--- src/rtl/hiccup_seq_pkg.sv ---
package hiccup_seq_pkg;

    typedef enum logic [1:0] {
        ST_IDLE  = 2'd0,
        ST_WARN  = 2'd1,
        ST_FAULT = 2'd2,
        ST_RUN   = 2'd3
    } status_e;

    typedef enum logic [1:0] {
        SEQ_CHARGE = 2'd0,
        SEQ_RUN    = 2'd1,
        SEQ_FAULT  = 2'd2,
        SEQ_WAIT   = 2'd3
    } seq_e;

    typedef struct packed {
        logic mains_ok;
        logic vcc_start;
        logic vcc_restart;
        logic vcc_uvlo;
        logic ocp;
        logic brownout;
    } flags_t;

    localparam int SYNC_STAGES = 2;

    function automatic status_e make_status(logic fault, logic run, logic warn);
        if (fault)
            return ST_FAULT;
        else if (run)
            return warn ? ST_WARN : ST_RUN;
        else
            return ST_IDLE;
    endfunction

endpackage

--- src/rtl/hiccup_flag_sync.sv ---
module hiccup_flag_sync #(
    parameter int WIDTH  = 6,
    parameter int STAGES = 2
) (
    input  logic             clk,
    input  logic             rst,
    input  logic [WIDTH-1:0] d,
    output logic [WIDTH-1:0] q
);
    logic [WIDTH-1:0] stage [STAGES];

    genvar g;
    generate
        for (g = 0; g < STAGES; g++) begin : g_stage
            if (g == 0) begin : g_first
                always_ff @(posedge clk) begin
                    if (rst) stage[g] <= '0;
                    else     stage[g] <= d;
                end
            end else begin : g_next
                always_ff @(posedge clk) begin
                    if (rst) stage[g] <= '0;
                    else     stage[g] <= stage[g-1];
                end
            end
        end
    endgenerate

    assign q = stage[STAGES-1];
endmodule

--- src/rtl/hiccup_fault_guard.sv ---
module hiccup_fault_guard (
    input  logic clk,
    input  logic rst,
    input  logic enable,
    input  logic strobe,
    input  logic ocp,
    input  logic brownout,
    input  logic gate_on,
    output logic warn,
    output logic fault_req
);
    logic seen_ocp;
    logic seen_bo;
    logic trip_cycle;
    logic bo_cycle;

    assign trip_cycle = seen_ocp | ocp;
    assign bo_cycle   = seen_bo | (brownout & gate_on);
    assign fault_req  = enable & strobe & ((warn & trip_cycle) | bo_cycle);

    always_ff @(posedge clk) begin
        if (rst || !enable) begin
            seen_ocp <= 1'b0;
            seen_bo  <= 1'b0;
            warn     <= 1'b0;
        end else if (strobe) begin
            seen_ocp <= 1'b0;
            seen_bo  <= 1'b0;
            warn     <= trip_cycle & ~warn;
        end else begin
            seen_ocp <= trip_cycle;
            seen_bo  <= bo_cycle;
        end
    end
endmodule

--- src/rtl/hiccup_supply_fsm.sv ---
module hiccup_supply_fsm
    import hiccup_seq_pkg::*;
(
    input  logic clk,
    input  logic rst,
    input  logic mains_ok,
    input  logic vcc_start,
    input  logic vcc_restart,
    input  logic vcc_uvlo,
    input  logic fault_req,
    input  logic gate_on,
    output logic run_en,
    output logic hv_charge_en,
    output logic fault_latched
);
    seq_e state;
    logic refill;

    always_ff @(posedge clk) begin
        if (rst) begin
            state  <= SEQ_CHARGE;
            refill <= 1'b0;
        end else begin
            case (state)
                SEQ_CHARGE: begin
                    refill <= 1'b0;
                    if (vcc_start) state <= SEQ_RUN;
                end
                SEQ_RUN: begin
                    if (fault_req) begin
                        state  <= SEQ_FAULT;
                        refill <= 1'b0;
                    end else if (vcc_uvlo) begin
                        state  <= SEQ_CHARGE;
                        refill <= 1'b0;
                    end else if (vcc_restart) begin
                        refill <= 1'b1;
                    end else if (vcc_start) begin
                        refill <= 1'b0;
                    end
                end
                SEQ_FAULT: begin
                    if (vcc_uvlo) state <= SEQ_WAIT;
                end
                SEQ_WAIT: begin
                    if (vcc_restart) state <= SEQ_CHARGE;
                end
                default: state <= SEQ_CHARGE;
            endcase
        end
    end

    assign run_en        = (state == SEQ_RUN);
    assign fault_latched = (state == SEQ_FAULT);
    assign hv_charge_en  = mains_ok &
                           ((state == SEQ_CHARGE) ||
                            ((state == SEQ_RUN) && refill && !gate_on));
endmodule

--- src/rtl/hiccup_supply_seq.sv ---
module hiccup_supply_seq
    import hiccup_seq_pkg::*;
(
    input  logic       clk,
    input  logic       rst,
    input  logic       vcc_above_start,
    input  logic       vcc_below_restart,
    input  logic       vcc_below_uvlo,
    input  logic       drain_above_mains,
    input  logic       ocp_trip,
    input  logic       brownout_low,
    input  logic       cycle_strobe,
    input  logic       gate_req,
    output logic       gate_out,
    output logic       hv_charge_en,
    output logic       run_en,
    output logic       fault_latched,
    output logic [1:0] status
);
    localparam int FLAG_W = $bits(flags_t);

    flags_t raw_flags;
    flags_t sync_flags;
    logic   mains_s;
    logic   uvlo_s;
    logic   warn;
    logic   fault_req;

    assign raw_flags = '{mains_ok:    drain_above_mains,
                         vcc_start:   vcc_above_start,
                         vcc_restart: vcc_below_restart,
                         vcc_uvlo:    vcc_below_uvlo,
                         ocp:         ocp_trip,
                         brownout:    brownout_low};

    hiccup_flag_sync #(.WIDTH(FLAG_W), .STAGES(SYNC_STAGES)) u_sync (
        .clk (clk),
        .rst (rst),
        .d   (raw_flags),
        .q   (sync_flags)
    );

    assign mains_s  = sync_flags.mains_ok;
    assign uvlo_s   = sync_flags.vcc_uvlo;
    assign gate_out = gate_req & run_en;

    hiccup_fault_guard u_guard (
        .clk       (clk),
        .rst       (rst),
        .enable    (run_en),
        .strobe    (cycle_strobe),
        .ocp       (sync_flags.ocp),
        .brownout  (sync_flags.brownout),
        .gate_on   (gate_out),
        .warn      (warn),
        .fault_req (fault_req)
    );

    hiccup_supply_fsm u_fsm (
        .clk           (clk),
        .rst           (rst),
        .mains_ok      (mains_s),
        .vcc_start     (sync_flags.vcc_start),
        .vcc_restart   (sync_flags.vcc_restart),
        .vcc_uvlo      (uvlo_s),
        .fault_req     (fault_req),
        .gate_on       (gate_out),
        .run_en        (run_en),
        .hv_charge_en  (hv_charge_en),
        .fault_latched (fault_latched)
    );

    assign status = make_status(fault_latched, run_en, warn);
endmodule

--- config.mk ---
export PLATFORM = sky130hd
export DESIGN_NAME = hiccup_supply_seq
export DESIGN_NICKNAME = d
export VERILOG_FILES = /design/src/rtl/hiccup_seq_pkg.sv /design/src/rtl/hiccup_flag_sync.sv /design/src/rtl/hiccup_fault_guard.sv /design/src/rtl/hiccup_supply_fsm.sv /design/src/rtl/hiccup_supply_seq.sv
export SDC_FILE = /design/constraint.sdc
export NUM_CORES = 1
export LEC_CHECK = 0
export BUFFER_PORTS_ARGS = -buffer_cell sky130_fd_sc_hd__clkbuf_2
export CAP_MARGIN = 20
export CORE_UTILIZATION = 46
export CTS_BUF_LIST = sky130_fd_sc_hd__clkbuf_4 sky130_fd_sc_hd__clkbuf_8
export CTS_CLUSTER_SIZE = 20
export DETAILED_ROUTE_END_ITERATION = 7
export GPL_TIMING_DRIVEN = 0
export HOLD_SLACK_MARGIN = 0.05
export PLACE_DENSITY = 0.73
export REMOVE_ABC_BUFFERS = 1
export SYNTH_ARGS = -nofsm -noshare
export SYNTH_HDL_FRONTEND = slang
export SYNTH_SLANG_ARGS = --single-unit
--- constraint.sdc ---
create_clock -name clk -period 1.2 [get_ports clk]
set_input_delay 0.24 -clock clk [delete_from_list [all_inputs] [get_ports clk]]
set_output_delay 0.24 -clock clk [all_outputs]
set_load 0.05 [all_outputs]
## Yosys cells after proc, flatten, opt, wreduce, memory -nomap -nowiden

Memories as Yosys holds them, arrays and structs flattened.
Cells that the tools add are included.

| word-level totals | value |
|---|---|
| input port bits | 10 |
| memories | 1 |
| memory bits (writable) | 12 |
| register bits after elaboration | 6 |

| cells by class | value |
|---|---|
| equal/unequal tests | 8 |
| muxes and demuxes | 19 |
| reductions and logical operators | 11 |
| bitwise logic cells | 13 |

Memory list:

| name | words | bits a word | rd ports | clocked after memory_dff | write ports | line | text |
|---|---|---|---|---|---|---|---|
| u_sync.stage | 2 | 6 | 2 | 0 | 2 | hiccup_flag_sync.sv:10 | `logic [WIDTH-1:0] stage [STAGES];` |

Operators by type and width:

| operator | number |
|---|---|
| two-way mux 2 bit | 8 |
| two-way mux 6 bit | 2 |
| one-hot mux 2 bit (4 select lines) | 1 |
| AND 1 bit | 7 |
| two-way mux 1 bit | 7 |
| inequality test 5 x 1 -> 1 bit, second input constant | 1 |
| bitwise OR 1 bit | 5 |
| equality test 2 bit, second input constant | 2 |
| inequality test 2 bit, second input constant | 2 |
| AND reduction 4 bit | 1 |
| inequality test 3 x 1 -> 1 bit, second input constant | 1 |
| equality test 2 x 1 -> 1 bit, second input constant | 1 |
| logical AND 1 bit | 2 |
| zero test 1 bit | 2 |
| zero test 2 bit | 1 |
| logical OR 1 bit | 2 |
| inequality test 2 x 1 -> 1 bit, second input constant | 1 |
| one-hot mux 1 bit (2 select lines) | 1 |
| AND reduction 2 bit | 1 |
| nonzero test 2 bit | 1 |
| OR reduction 2 bit | 1 |
| inverter 1 bit | 1 |

## Longest topological paths before layout

Gate-level depths: netlist of run 1.

| depth | value |
|---|---|
| depth in word-level cells | 8 |
| gate-level depth with buffers | 5 |

## Modules after synthesis

A second synthesis of run 1 with hierarchy kept.

| second synthesis, totals | value |
|---|---|
| cell total of the unflattened synthesis | 64 |
| area total of the unflattened synthesis | 703.2 sq um |

Modules (own cells, without submodules):

| module | cells each | area an instance (sq um) | sequential area each (sq um) | instances |
|---|---|---|---|---|
| hiccup_flag_sync | 25 | 366.6 | 240.2 | 1 |
| hiccup_supply_fsm | 21 | 185.2 | 60.1 | 1 |
| hiccup_fault_guard | 14 | 127.6 | 60.1 | 1 |
| hiccup_supply_seq | 4 | 23.8 | 0.0 | 1 |

## Least setup slack after synthesis of run 1

No wires, ideal clock.

| timing path | value |
|---|---|
| path type | register to output |
| from | register with a tool-made name |
| to | output port status[1] |
| setup slack | -733 ps |
| cell stages (with the launch flop) | 3 |
| arrival time | 1693 ps |
| cell sequence | dfxtp_1 -> nor2b_1 -> o21bai_1 |

RTL lines:

| item | line | text |
|---|---|---|
| end: declaration | hiccup_supply_seq.sv:18 | `output logic [1:0] status` |

==> run metrics, run 1 <==
CP max-delay cell=or4b_1; FF-to-FF path depth=4; Mapped Avg Cell Area=9.95 um^2; largest cells by area after synthesis=dfxtp_1 56%, nor2b_1 13%, o21ai_0 3.1%; FF+latch count, synth=18; via/cell ratio=4.98; first-pass GRT wire length=1.67 mm; Worst-Skew Late Latency=290 ps; Slew headroom=78.0%; Worst Tran Pin Value=330 ps; Pins Over Slew Limit=0; failing checks=setup timing; minimum clock period=1420 ps; power per cell area=1200 nW/um^2; WL final=1.12 mm; status=complete, but fails checks; Setup crit start kind=flip-flop; antenna viol nets, final=0; grt ovf=0; async set or reset register ratio after synthesis=0%; grt peak-use layer=met2; max-cap check violation count=0; Die Width=39.5 um; Finished Cell Area=908 um^2; 1st-pass router iterations=4; Initial Utilization=49.7%; Antenna diodes=0; Core ar.=1300 um^2; synthesized instance count=65; met2 usage=28.3%; filler instances=101; f_max=703 MHz; Post-Route Utilization=69.8%; crit path cell chain=nand2b_4 > buf_4 > or4b_1 > a21oi_1; Worst EP arrival=1650 ps; share of layout cells above drive strength 1=42.5%; most numerous cell in the Yosys netlist=dfxtp_1; CP required=1420 ps; Die ar.=1560 um^2; Post-DP HPWL=636 um; Reg-to-Reg End=u_fsm.refill; CTS Sinks=18; top cells by count, synth=18 x dfxtp_1, 13 x nor2b_1, 4 x inv_1, 4 x o21ai_0; initial drt markers=4; die height=39.5 um; wire per inst=11.0 um; CTS tree=done; antenna violations before repair=0; met3 Usage GRT=5.11%; gpl congestion=0.703; Syn-to-layout area delta=40.4%; num ports=16; final setup margin=-223 ps; # rows=13; Synth top area share=55.7%; drt drc=0; GRT Util Overall=17.2%; Synthesis Warnings=0; Synth Cell Area=647 um^2; crit path kind=flip-flop to flip-flop; Pleak=0.377 nW; CP Capture Type=flip-flop; CTS buffer count=3; final net count=98; buffer depth of the longest clock path=2; Max rail drop VDD=853 uV; Vias=508; Clock transition at path regs=100 ps; Hold Path Class=primary input to flip-flop; Buffers on Ports=15; Placed Area=724 um^2; largest net degree at the start of global routing=20; post-synthesis sequential area ratio=55.7%; vias in the first global route=413; slowest stage delay, CP=530 ps; Setup TNS=-1120 ps; Post-synth EDFFs=0; flop2flop setup slack=-220 ps; # setup viols final=7; most common flop cell mapped by yosys=dfxtp_1; Synth area leader=dfxtp_1; Synth cell types=23; final clock skew=2.47 ps; largest fanout on the critical path=5; PnR Total Power=1.09 mW; Tcrit/Tclk final=119%; RSZ-0062 raised after global routing=true; CP endpoint=u_fsm.refill; Final Hold Fails=0; H-tree Lvls=1; met1 GRT Util=18.2%; Clk Tree Root Cell=clkbuf_4
==> routing by layer <==
metal  share of wire, %  wire, um
met2                 50       562
met5                  0         0
met3                4.3        48
met4                1.4        16
met1                 44       493
==> worst min path at each step <==
| stage | from | end | slack [ps] | cells past startpoint |
|---|---|---|---|---|
| 2_1_floorplan | rst | u_fsm.refill | 310 | 1 |
| 3_3_place_gp | u_sync.stage[0][1] | u_sync.stage[1][1] | 420 | 1 |
| 3_5_place_dp | u_sync.stage[0][5] | u_sync.stage[1][5] | 430 | 1 |
| 4_1_cts | ocp_trip | u_sync.stage[0][1] | 140 | 2 |
| 5_1_grt | vcc_below_restart | u_sync.stage[0][3] | 140 | 2 |
| 6_report | ocp_trip | u_sync.stage[0][1] | 150 | 2 |
==> worst max-delay path: cells and delay by family, from the launching register on <==
family / cells / cell delay [ps]
buf+inv: 1 / 160
compound gates: 1 / 140
simple gates: 2 / 680
flops: 1 / 370
==> flip-flops by register name, summed over array words and instances, names as in the netlist, named ones only <==
| register | cells |
|---|---|
| u_guard.warn | 1 |
| u_guard.seen_bo | 1 |
| u_fsm.state | 1 |
| u_sync.stage | 12 |
| u_fsm.refill | 1 |
| u_guard.seen_ocp | 1 |
==> per-stage QoR <==
stage | hold slack (ps) | std cells | worst slack, ps
2_1_floorplan | 309 | 63 | -733
3_3_place_gp | 417 | 93 | -262
3_5_place_dp | 427 | 93 | -267
4_1_cts | 140 | 102 | -212
5_1_grt | 137 | 102 | -275
6_report | 147 | 102 | -223
==> cell usage in the layout, fill, tap and decap left out, types with 2 or more instances in the layout <==
master / instances
dfxtp_1: 15
nor2b_1: 12
clkbuf_2: 9
buf_4: 6
nor2_1: 3
clkbuf_4: 3
inv_2: 2
o21ai_1: 2
o21ai_0: 2
nand2b_1: 2
nand2_1: 2
inv_1: 2
nor4_1: 2
dfxtp_4: 2
clkbuf_8: 2
clkbuf_16: 2
==> layout make-up <==
class                           count  area (um^2)  share of cell area [%]
Inverter                            4         15.0                    1.65
Clock buffer                        4         36.3                    3.99
Tap cell                           15         18.8                    2.07
Sequential cell                    18          369                    40.6
Multi-Input combinational cell     41          289                    31.8
Timing Repair Buffer               20          180                    19.8
==> cell families (layout without fill, tap and decap cells) <==
| group | Yosys count | after routing | share of synthesized area, % |
|---|---|---|---|
| buf+inv | 6 | 28 | 4.83 |
| simple gates | 28 | 28 | 25.9 |
| compound gates | 11 | 11 | 10.3 |
| mux | 2 | 2 | 3.29 |
| flops | 18 | 18 | 55.7 |
==> what timing repair did <==
action | 4_1_cts | 5_1_grt
gates resized for setup | 24 | 10
setup buffers | 5 | 0
pin swaps | 3 | 0
hold buffers | 0 | 0
gates cloned | 0 | 0
endpoints found under the setup margin | 9 | 9
==> power by group <==
part	switching (mW)	internal, mW
registers	0.00903	0.613
logic	0.0484	0.0481
clock network	0.183	0.185
(Power assumes the default switching activity.)
==> run 2: changes to the inputs <==
--- a/config.mk
+++ b/config.mk
@@ -14,7 +14,9 @@
 export GPL_TIMING_DRIVEN = 0
 export HOLD_SLACK_MARGIN = 0.05
 export PLACE_DENSITY = 0.73
+export RECOVER_POWER = 100
 export REMOVE_ABC_BUFFERS = 1
+export SLEW_MARGIN = 20
 export SYNTH_ARGS = -nofsm -noshare
 export SYNTH_HDL_FRONTEND = slang
 export SYNTH_SLANG_ARGS = --single-unit
==> run 2 against run 1 <==
The flow still finishes with violations (setup timing); sequential share of layout area grew 0.056 points; via count did not move; clock power hardly changed; first-iteration DRC count unchanged; critical endpoint unchanged; largest power group unchanged; highest routed layer unchanged.
==> run metrics, run 2 (synthesized netlist as in run 1, its figures left out) <==
Buffers on Ports=15 (unchanged); Antenna diodes=0 (unchanged); H-tree Lvls=1 (unchanged); # setup viols final=7 (unchanged); wire per inst=11.0 um (about the same); failing checks=setup timing (unchanged); share of layout cells above drive strength 1=41.4% (was 42.5%); antenna violations before repair=0 (unchanged); Die Width=39.5 um (unchanged); Final Hold Fails=0 (unchanged); max reg flops=12 (unchanged); power per cell area=1200 nW/um^2 (about the same); max-cap check violation count=0 (unchanged); final clock skew=2.47 ps (about the same); Worst Tran Pin Value=706 ps (was 330 ps); flop2flop setup slack=-230 ps (was -220 ps); gpl congestion=0.703 (unchanged); CTS tree=done (unchanged); Core ar.=1300 um^2 (unchanged); Clk Tree Root Cell=clkbuf_4 (unchanged); CP Capture Type=flip-flop (unchanged); Final Non-Filler Cells=102 (unchanged); Tcrit/Tclk final=119% (about the same); largest fanout on the critical path=5 (unchanged); Reg with most FFs=u_sync.stage (unchanged); Syn-to-layout area delta=40.2% (was 40.4%); Placed Cells=93 (unchanged); Finished Cell Area=907 um^2 (was 908 um^2); Post-DP HPWL=636 um (unchanged); Clock transition at path regs=100 ps (about the same); Setup crit start kind=flip-flop (unchanged); final net count=98 (unchanged); CP required=1420 ps (about the same); FF-to-FF path depth=4 (unchanged); # rows=13 (unchanged); Pleak=0.374 nW (was 0.377 nW); part of the power in the clock network=33.9% (about the same); Net Sw Frac=22.2% (about the same); slowest stage delay, CP=530 ps (about the same); 1st-pass router iterations=4 (unchanged); sw power=0.241 mW (about the same); antenna viol nets, final=0 (unchanged); Worst-Skew Late Latency=290 ps (about the same); Slew headroom=52.9% (was 78.0%); GRT Util Overall=17.2% (unchanged); status=complete, but fails checks (unchanged); die height=39.5 um (unchanged); CTS Sinks=18 (unchanged); CTS buffer count=3 (unchanged); vias in the first global route=413 (unchanged); Worst EP arrival=1650 ps (about the same); most frequent cells in the layout=15 x dfxtp_1, 12 x nor2b_1, 8 x clkbuf_2 (was 15 x dfxtp_1, 12 x nor2b_1, 9 x clkbuf_2); first-pass GRT wire length=1.67 mm (unchanged); Placed Area=724 um^2 (unchanged); Reg-to-Reg End=u_fsm.refill (unchanged); Die ar.=1560 um^2 (unchanged); CP max-delay cell=or4b_1 (unchanged); Pins Over Slew Limit=0 (unchanged); f_max=701 MHz (was 703 MHz); Initial Utilization=49.7% (unchanged); Int Power=0.846 mW (about the same); RSZ-0062 raised after global routing=true (unchanged); Vias=508 (unchanged); WL final=1.12 mm (about the same); CTS Hold Buffers Added=0 (unchanged); crit path kind=flip-flop to flip-flop (unchanged); Max rail drop VDD=853 uV (about the same); largest net degree at the start of global routing=20 (unchanged); final setup margin=-227 ps (was -223 ps); Setup TNS=-1120 ps (about the same); CP endpoint=u_fsm.refill (unchanged); Comb power frac=8.8% (was 8.9%); minimum clock period=1430 ps (was 1420 ps); part of the power in registers=57.3% (was 57.2%); buffer depth of the longest clock path=2 (unchanged); grt ovf=0 (unchanged); crit path cell chain=nand2b_4 > buf_4 > or4b_1 > a21oi_1 (unchanged); commonest non-fill, non-tap cell in the layout=dfxtp_1 (unchanged); drt drc=0 (unchanged); via/cell ratio=4.98 (unchanged); num ports=16 (unchanged); initial drt markers=4 (unchanged); Place WS=-267 ps (unchanged); Hold Path Class=primary input to flip-flop (unchanged)
## run 2: cell counts in the layout (fill, tap and decap cells not counted)
No cell type changed its count.
## run 2: final cells by class
class | count | area (um^2)
Inverter | 4 | 15.0
Sequential cell | 18 | 369
Tap cell | 15 | 18.8
Clock buffer | 4 | 36.3
Fill cell | 102 | 394
Timing Repair Buffer | 20 | 179
Multi-Input combinational cell | 41 | 289
## run 2: what timing repair did
item,in CTS,in global routing
pin swaps,3,0
gates resized for setup,24,10
setup buffers,5,0
setup endpoints to repair,9,9
## run 2: routing by layer
metal	global-route usage (%)	routed length, um
met5	0	0
met4	12.9	16
met3	5.11	48
met2	28.3	562
met1	18.2	494
## run 2: power groups by stage
| stage | clock, mW | combinational, mW | sequential, mW |
|---|---|---|---|
| final | 0.369 | 0.0962 | 0.622 |
| after global routing | 0.410 | 0.105 | 0.625 |
| after CTS | 0.380 | 0.0923 | 0.621 |
| after floorplan | 0 | 0.0451 | 0.636 |
| after detailed placement | 0 | 0.0751 | 0.638 |
| after global placement | 0 | 0.0739 | 0.637 |
## run 2: worst min-delay path by stage
| stage | start | endpoint | slack, ps | cells past startpoint |
|---|---|---|---|---|
| global route | vcc_below_restart | u_sync.stage[0][3] | 140 | 2 |
| floorplan | rst | u_fsm.refill | 310 | 1 |
| CTS | ocp_trip | u_sync.stage[0][1] | 140 | 2 |
| global placement | u_sync.stage[0][1] | u_sync.stage[1][1] | 420 | 1 |
| detailed placement | u_sync.stage[0][5] | u_sync.stage[1][5] | 430 | 1 |
| finish | ocp_trip | u_sync.stage[0][1] | 150 | 2 |
## run 2: through the flow
step                power (mW)  hold slack [ps]  utilization (%)
global placement         0.711              417             55.7
CTS                       1.09              140             68.3
finish                    1.09              147             69.7
global route              1.14              137             69.7
floorplan                0.681              309                -
detailed placement       0.713              427             55.7
## run 2: worst max-delay path, delay by kind of cell (launching register included)
family / cells / cell delay, ps
flip-flops: 1 / 370
buffers and inverters: 1 / 160
AO/OA/AOI/OAI: 1 / 140
AND/OR/NAND/NOR: 2 / 680
==> run 3: changes to the inputs <==
--- a/config.mk
+++ b/config.mk
@@ -13,7 +13,7 @@
 export DETAILED_ROUTE_END_ITERATION = 7
 export GPL_TIMING_DRIVEN = 0
 export HOLD_SLACK_MARGIN = 0.05
-export PLACE_DENSITY = 0.73
+export PLACE_DENSITY = 0.7
 export RECOVER_POWER = 100
 export REMOVE_ABC_BUFFERS = 1
 export SLEW_MARGIN = 20
==> constraint.sdc (replaced) <==
create_clock -name clk -period 1.45 [get_ports clk]
set_input_delay 0.29 -clock clk [delete_from_list [all_inputs] [get_ports clk]]
set_output_delay 0.29 -clock clk [all_outputs]
set_load 0.05 [all_outputs]
==> run 3 against run 2 <==
The run now ends clean; global-route usage shrank 0.46 points; worst setup slack gained 240 ps; combinational power shrank 25%; die area is the same; clock power shrank 38%; sequential power shrank 17%; cell count shrank 2.9%; hold slack gained 63 ps; non-clock buffer count shrank 2.
==> run metrics, run 3 (synthesized netlist as in run 1, its figures left out) <==
CTS tree=done (unchanged); Critical Path Source=u_fsm.state[0]; via/cell ratio=4.92 (was 4.98); gpl congestion=0.694 (was 0.703); grt ovf=0 (unchanged); CTS buffer count=3 (unchanged); Slew headroom=51.7% (was 52.9%); H-tree Lvls=1 (unchanged); sw power=0.178 mW (was 0.241 mW); status=finished, final reports clean (was complete, but fails checks); most frequent cells in the layout=15 x dfxtp_1, 12 x nor2b_1, 9 x clkbuf_2 (was 15 x dfxtp_1, 12 x nor2b_1, 8 x clkbuf_2); Clock transition at path regs=90 ps (was 100 ps); Setup crit start kind=flip-flop (unchanged); RSZ-0062 raised after global routing=true (unchanged); flop2flop setup slack=90 ps (was -230 ps); Finished Cell Area=832 um^2 (was 907 um^2); drt drc=0 (unchanged); num ports=16 (unchanged); CTS Hold Buffers Added=0 (unchanged); Pleak=0.344 nW (was 0.374 nW); final net count=96 (was 98); Worst-Skew Late Latency=280 ps (was 290 ps); power per cell area=980 nW/um^2 (was 1200 nW/um^2); Clk Tree Root Cell=clkbuf_4 (unchanged); part of the power in the clock network=28.2% (was 33.9%); Net Sw Frac=21.8% (was 22.2%); Hold Startpoint=drain_above_mains (was ocp_trip); Initial Utilization=49.7% (unchanged); max-cap check violation count=0 (unchanged); Antenna diodes=0 (unchanged); crit path kind=flip-flop to output port (was flip-flop to flip-flop); final clock skew=3.65 ps (was 2.47 ps); Int Power=0.638 mW (was 0.846 mW); filler instances=121 (was 102); buffer depth of the longest clock path=2 (unchanged); commonest non-fill, non-tap cell in the layout=dfxtp_1 (unchanged); Pins Over Slew Limit=0 (unchanged); Reg with most FFs=u_sync.stage (unchanged); first-pass GRT wire length=1.69 mm (was 1.67 mm); # setup viols final=0 (was 7); Vias=487 (was 508); Reg-to-Reg End=u_fsm.refill (unchanged); Placed Area=724 um^2 (unchanged); PnR Total Power=0.815 mW (was 1.09 mW); Core ar.=1300 um^2 (unchanged); Max rail drop VDD=569 uV (was 853 uV); share of layout cells above drive strength 1=34.5% (was 41.4%); Tcrit/Tclk final=99.0%; Syn-to-layout area delta=28.6% (was 40.2%); hold endpoint=u_sync.stage[0][5] (was u_sync.stage[0][1]); CTS Sinks=18 (unchanged); Comb power frac=8.8% (about the same); Hold Path Class=primary input to flip-flop (unchanged); antenna viol nets, final=0 (unchanged); Post-Route Utilization=63.9% (was 69.7%); antenna violations before repair=0 (unchanged); part of the power in registers=63.0% (was 57.3%); Final Hold Fails=0 (unchanged); max reg flops=12 (unchanged); Worst EP arrival=1150 ps (was 1650 ps); CP required=1160 ps (was 1420 ps); FF-to-FF path depth=4 (unchanged); die height=39.5 um (unchanged); WL final=966 um (was 1.12 mm); 1st-pass router iterations=5 (was 4); f_max=697 MHz; Post-DP HPWL=669 um (was 636 um); hold path cells=2 (unchanged); Buffers on Ports=15 (unchanged); Worst Tran Pin Value=724 ps (was 706 ps); vias in the first global route=430 (was 413); initial drt markers=6 (was 4); # rows=13 (unchanged); GRT Util Overall=16.8% (was 17.2%); minimum clock period=1440 ps; Die Width=39.5 um (unchanged); largest fanout on the critical path=7 (was 5); largest net degree at the start of global routing=20 (unchanged); CP Capture Type=output port (was flip-flop); wire per inst=9.76 um (was 11.0 um); Die ar.=1560 um^2 (unchanged)
==> run 3: cell count changes in the layout (fill, tap and decap cells not counted), sizes merged <==
cell	before	now
buf	8	6
clkbuf	16	15
==> run 3: area by class of cell <==
class,count,area (um^2),area share (%)
Multi-Input combinational cell,41,268,32.2
Clock buffer,3,22.5,2.71
Inverter,4,15.0,1.80
Timing Repair Buffer,18,139,16.7
Sequential cell,18,369,44.4
Tap cell,15,18.8,2.26
==> run 3: timing repair <==
item / CTS / global route
setup buffers: 3 / 0
endpoints found under the setup margin: 6 / 5
pin swaps: 1 / 3
resized for setup: 19 / 3
==> run 3: metrics by stage <==
| step | instances | hold WS, ps | setup slack [ps] | TNS, ps |
|---|---|---|---|---|
| 4_1_cts | 99 | 202 | -0.854 | -0.854 |
| 6_report | 99 | 210 | 14.5 | 0 |
| 3_5_place_dp | 93 | 420 | -73.3 | -73.3 |
| 5_1_grt | 99 | 203 | -46.7 | -99.6 |
| 2_1_floorplan | 63 | 359 | -533 | -809 |
| 3_3_place_gp | 93 | 417 | -71.7 | -71.7 |
==> run 3: critical path: stages (launching register included) <==
cell	delay (ps)
dfxtp_4	410
o21ai_1	70
and3b_2	220
clkbuf_16	170
==> run 3: power groups by stage <==
stage                     logic [mW]  registers, mW  clock network (mW)
after floorplan               0.0373          0.526                   0
after global placement        0.0614          0.527                   0
after detailed placement      0.0625          0.528                   0
after CTS                     0.0724          0.514               0.243
after global routing          0.0787          0.517               0.273
final                         0.0717          0.514               0.230
==> run 3: metal layers <==
| metal | track usage (%) | part of all wire, % |
|---|---|---|
| met2 | 26.6 | 48 |
| met3 | 5.11 | 5.5 |
| met4 | 10.3 | 0.41 |
| met5 | 0 | 0 |
| met1 | 19.4 | 46 |
==> run 3: worst max path at each step <==
stage               cells past startpoint            to
detailed placement                      4      gate_out
global route                            3     status[1]
global placement                        4      gate_out
finish                                  3  hv_charge_en
floorplan                               2     status[1]
CTS                                     4      gate_out
